**config.mk**
```make
export PLATFORM = sky130hd
export DESIGN_NAME = pll_cfg_shifter
export DESIGN_NICKNAME = d
export VERILOG_FILES = /design/src/rtl/pll_cfg_shifter.sv
export SDC_FILE = /design/constraint.sdc
export NUM_CORES = 1
export LEC_CHECK = 0
export BUFFER_PORTS_ARGS = -buffer_cell sky130_fd_sc_hd__buf_2
export CORE_MARGIN = 2
export CORE_UTILIZATION = 49
export DETAILED_ROUTE_END_ITERATION = 12
export PLACE_DENSITY = 0.75
export SLEW_MARGIN = 20
export SYNTH_ARGS = -nofsm -noshare
export SYNTH_HDL_FRONTEND = slang
export SYNTH_SLANG_ARGS = --single-unit
```
**constraint.sdc**
```tcl
create_clock -name clk -period 1.7 [get_ports clk]
set_input_delay 0.255 -clock clk [delete_from_list [all_inputs] [get_ports clk]]
set_output_delay 0.255 -clock clk [all_outputs]
set_load 0.05 [all_outputs]
```
**src/rtl/pll_cfg_shifter.sv**
```systemverilog
module pll_cfg_shifter #(
  parameter int BIT_CLKS = 4
) (
  input  logic        clk,
  input  logic        rst_n,
  input  logic        start,
  input  logic [55:0] cfg_word,
  output logic        ser_data,
  output logic        ser_strobe,
  output logic        ser_hold,
  output logic        busy,
  output logic        done
);
  localparam int NBYTES = 7;
  localparam int NBITS  = NBYTES * 8;
  localparam int TW     = (BIT_CLKS > 2) ? $clog2(BIT_CLKS) : 1;

  logic [NBITS-1:0] order, sh;
  logic [TW-1:0]    tick;
  logic [5:0]       idx;
  logic             last_tick, last_bit;

  for (genvar i = 0; i < NBYTES; i++) begin : g_byte
    for (genvar j = 0; j < 8; j++) begin : g_bit
      assign order[NBITS-1-(8*i+j)] = cfg_word[8*i+7-j];
    end
  end

  assign last_tick  = tick == TW'(BIT_CLKS-1);
  assign last_bit   = idx == 6'(NBITS-1);
  assign ser_data   = busy & sh[NBITS-1];
  assign ser_strobe = busy && tick == TW'(BIT_CLKS/2);
  assign ser_hold   = busy && last_bit;

  always_ff @(posedge clk) begin
    if (!rst_n) begin
      busy <= 1'b0;
      done <= 1'b0;
      sh   <= '0;
      tick <= '0;
      idx  <= '0;
    end else begin
      done <= 1'b0;
      if (!busy) begin
        if (start) begin
          busy <= 1'b1;
          sh   <= order;
          idx  <= '0;
          tick <= '0;
        end
      end else if (last_tick) begin
        tick <= '0;
        if (last_bit) begin
          busy <= 1'b0;
          done <= 1'b1;
        end else begin
          idx <= idx + 6'd1;
          sh  <= sh << 1;
        end
      end else begin
        tick <= tick + TW'(1);
      end
    end
  end


  data_stable_chk: assert property (@(posedge clk) disable iff (!rst_n)
    (busy && $past(busy) && !$past(last_tick)) |-> $stable(ser_data));

  strobe_pulse_chk: assert property (@(posedge clk) disable iff (!rst_n)
    ser_strobe |=> !ser_strobe);

  hold_release_chk: assert property (@(posedge clk) disable iff (!rst_n)
    $fell(ser_hold) |-> done);

  start_ignored_chk: assert property (@(posedge clk) disable iff (!rst_n)
    (busy && start && !last_tick) |=> (busy && $stable(idx)));

  done_pulse_chk: assert property (@(posedge clk) disable iff (!rst_n)
    done |=> !done);

  done_after_busy_chk: assert property (@(posedge clk) disable iff (!rst_n)
    done |-> (!busy && !ser_hold && $past(busy)));
endmodule

```
==> results by group <==
Place
  • Routability congestion estimate: 0.855
  • Placement-stage worst setup slack: 0.0285 ns
  • Buffers added on ports: 63
  • Inst Count DP: 437
  • Detailed placement HPWL: 4130 um
  • Dpl cell area: 3500 um2

Synthesis
  • Mapped Nets: 376
  • Number of distinct library cells after synthesis: 33
  • Average instance area after synthesis: 9.88 um2
  • Flop and latch count out of synthesis: 66
  • Cell Area, Synth: 3100 um2
  • Area share of the largest cell type after synthesis: 42.6%
  • EDFF count, synth: 0
  • Number of warnings reported in the yosys synthesis log: 0
  • Post-synthesis async set-or-reset flop share: 0%
  • Sequential-to-total area share from yosys stat: 42.6%
  • Most common flop cell mapped by yosys: dfxtp_1
  • Top area cells in the synthesized netlist: dfxtp_1 (43%), mux2i_1 (19%), a211oi_1 (8.7%), a211oi_2 (8.1%), nor2_1 (7.5%)
  • Post-synthesis cell type with the largest combined area: dfxtp_1
  • Gate count after technology mapping: 314

Global route
  • Congestion Overflow GR: 0
  • Largest net degree at the start of global routing: 60
  • Via count of the first global-routing pass: 2258
  • Overall routing resource usage: 17.4%
  • Wire length of the first global-routing pass: 9960 um
  • Initial antenna violation count: 0

Cells and area
  • Layout cells sized above 1: 32.2%
  • Layout Utilization: 62.3%
  • Highest-count cells in the layout ignoring fill and taps: dfxtp_1 (63), nor2_1 (62), buf_2 (61)
  • Count of antenna diodes in the layout: 0
  • Layout Cell Area excl Fill: 3750 um2
  • Most common cell after layout, fill and taps aside: dfxtp_1
  • Number of nets in the finished design: 437
  • Growth of design area from synthesis to finish: 20.9%
  • Post-Layout Cell Count: 454
  • Layout filler cell count: 501

Drt
  • Avg WL per Cell: 13.5 um
  • Number of DRC violations after detailed routing: 0
  • First-pass iteration count of the detailed router: 4
  • DRT iter0 DRCs: 82
  • Post-DR vias/cell: 5.45
  • Vias after detailed routing: 2475
  • Detail Route Antenna Nets: 0
  • Total detailed-routing wirelength: 6120 um

STA
  • Worst-case clock skew: 0.00675 ns
  • Final-layout setup total negative slack: 0 ns
  • Clock period minus worst slack: 1.63 ns
  • Number of setup violations in the final report: 0
  • Number of endpoints with negative hold slack in the final report: 0
  • Least-Margin Pin Slew: 0.437 ns
  • Final slew viol count: 0
  • Relative slew margins: 70.5%
  • Crit path setup slack, layout: 0.0682 ns
  • Setup repair after global routing missed its margin: no
  • Final worst path period share: 96.0%
  • Min Hold Slack: 0.209 ns
  • Maximum achievable frequency: 613 MHz

Pwr
  • Switching share of power: 25.8%
  • Part of the power in registers: 49.7%
  • Leak Pwr: 1.52 nW
  • Clock power frac: 34.3%
  • Cell Int Power: 2.57 mW
  • Total power draw: 3.47 mW
  • Pwr dens: 924 nW/um2
  • Peak supply drop: 0.432 mV
  • Combinational group share of total power: 16.0%
  • Switching component of the power: 0.893 mW

Critical path
  • Slowest stage cell, crit path: dfxtp_2
  • Number of buffer and inverter stages on the critical path: 1
  • Family of cells with the greatest summed delay on the critical path: simple AND/OR/NAND/NOR gates
  • Length in cells of the worst reg-to-reg path: 6
  • Data required time of the worst path: 1.44 ns
  • CP endpoint kind: output pin
  • Max stage delay on crit path: 0.33 ns
  • Cell-by-cell listing of the critical path: ha_1 > and2_4 > and3_4 > buf_8
  • Crit Reg-Reg Startpoint: idx[0]$_SDFFE_PN0P_
  • Reg2reg setup slack: 0.13 ns
  • Terminus of the critical flop-to-flop path: sh[16]$_SDFFE_PN0P_
  • Arrival time at the worst endpoint: 1.38 ns
  • Crit path kind: flip-flop to output pin
  • Startpoint class of the critical path: flip-flop
  • Max FO, Critical Path: 4

Die
  • Die Span Y: 83.6 um
  • Count of pins on the block boundary: 64
  • Initial core utilization: 51.5%
  • CORE AREA: 6030 um2
  • Placement Rows: 28
  • Die X-Extent: 83.6 um
  • Floorplan die area: 6980 um2

Hold path
  • Class of the tightest hold or removal check: primary input to flip-flop
  • Worst min-delay path endpoint: idx[4]$_SDFFE_PN0P_
  • WHS Path Cells: 3
  • Min-Delay Startpoint: rst_n

Run status
  • Run status: finished, final reports clean

Clocking
  • Number of H-tree levels: 3
  • Count of clock tree sinks: 66
  • Hold-fix buffer count after cts: 0
  • Clk_lat worst skew: 0.34 ns
  • Inserted Clock Buffers: 9
  • Number of buffers between clock root and the deepest sink: 2
  • Clock transition time at the flip-flop clock pins of the worst setup and hold paths: 0.06 ns
  • Clock tree from TritonCTS: done
  • Root buf cell: clkbuf_8

Run
  • Count of maximum capacitance violations: 0
## worst max-delay path by stage
stage	startpoint	end	slack, ns	depth (start not counted)
2_1_floorplan	busy$_SDFF_PN0_	sh[10]$_SDFFE_PN0P_	0.11	7
3_3_place_gp	idx[0]$_SDFFE_PN0P_	sh[47]$_SDFFE_PN0P_	0.11	6
3_5_place_dp	idx[0]$_SDFFE_PN0P_	sh[48]$_SDFFE_PN0P_	0.03	6
4_1_cts	idx[0]$_SDFFE_PN0P_	ser_hold	0.006	4
5_1_grt	busy$_SDFF_PN0_	ser_data	0.005	3
6_report	idx[0]$_SDFFE_PN0P_	ser_hold	0.07	4
## Yosys cell counts (2+ instances only)
cell      count
a21oi_1       6
nand3_1       4
nor2_1       62
buf_4         3
o21ai_0       2
mux2i_1      58
buf_2        15
nand3b_1      2
inv_1         2
a211oi_2     20
and2_1        4
a211oi_1     36
clkbuf_1      7
ha_1          3
dfxtp_1      66
nand2_1       7
## what timing repair did
action / in CTS / in global routing
gates resized for setup: 7 / 5
setup endpoints to repair: 2 / 18
cloned: 0 / 1
setup buffers: 0 / 1
## logic make-up (layout without fill, tap and decap cells)
| group | Yosys count | in the layout | synth area share [%] |
|---|---|---|---|
| and+or+nand+nor | 88 | 88 | 12.7 |
| AOI/OAI and AO/OA | 69 | 69 | 19.8 |
| DFF | 66 | 66 | 42.6 |
| muxes | 59 | 59 | 19.1 |
| buffers and inverters | 29 | 94 | 4.72 |
| adders and majority gates | 3 | 3 | 1.21 |
## power groups by stage
| stage | Clock [mW] | Combinational, mW | Sequential [mW] |
|---|---|---|---|
| 2_1_floorplan | 0 | 0.405 | 1.74 |
| 3_3_place_gp | 0 | 0.529 | 1.75 |
| 3_5_place_dp | 0 | 0.541 | 1.76 |
| 4_1_cts | 1.23 | 0.547 | 1.72 |
| 5_1_grt | 1.30 | 0.615 | 1.74 |
| 6_report | 1.19 | 0.556 | 1.72 |
## sequential cells by signal, indices dropped and copies added (netlist names)
register  flops
busy          1
done          1
sh           56
idx           6
tick          2
## routing by layer
metal  share of wire (%)  routed length [um]  GRT usage (%)
met1                  46                2820           21.6
met3                 5.4                 331           5.93
met2                  48                2930           28.3
met5                   0                   0              0
met4                0.65                  40           6.16
## worst min-delay path: stages
cell	delay, ns
buf_2	0.13
o21ai_0	0.07
a31oi_1	0.04
## layout make-up
type                            count  area, um2  share of cell area [%]
Inverter                            3       11.3                   0.300
Tap cell                           75       93.8                    2.50
Multi-Input combinational cell    219       1650                    43.9
Clock inverter                      2       10.0                   0.267
Timing Repair Buffer               76        492                    13.1
Clock buffer                       13        170                    4.53
Sequential cell                    66       1330                    35.4
Note: power is estimated with default switching activity, not from simulation.
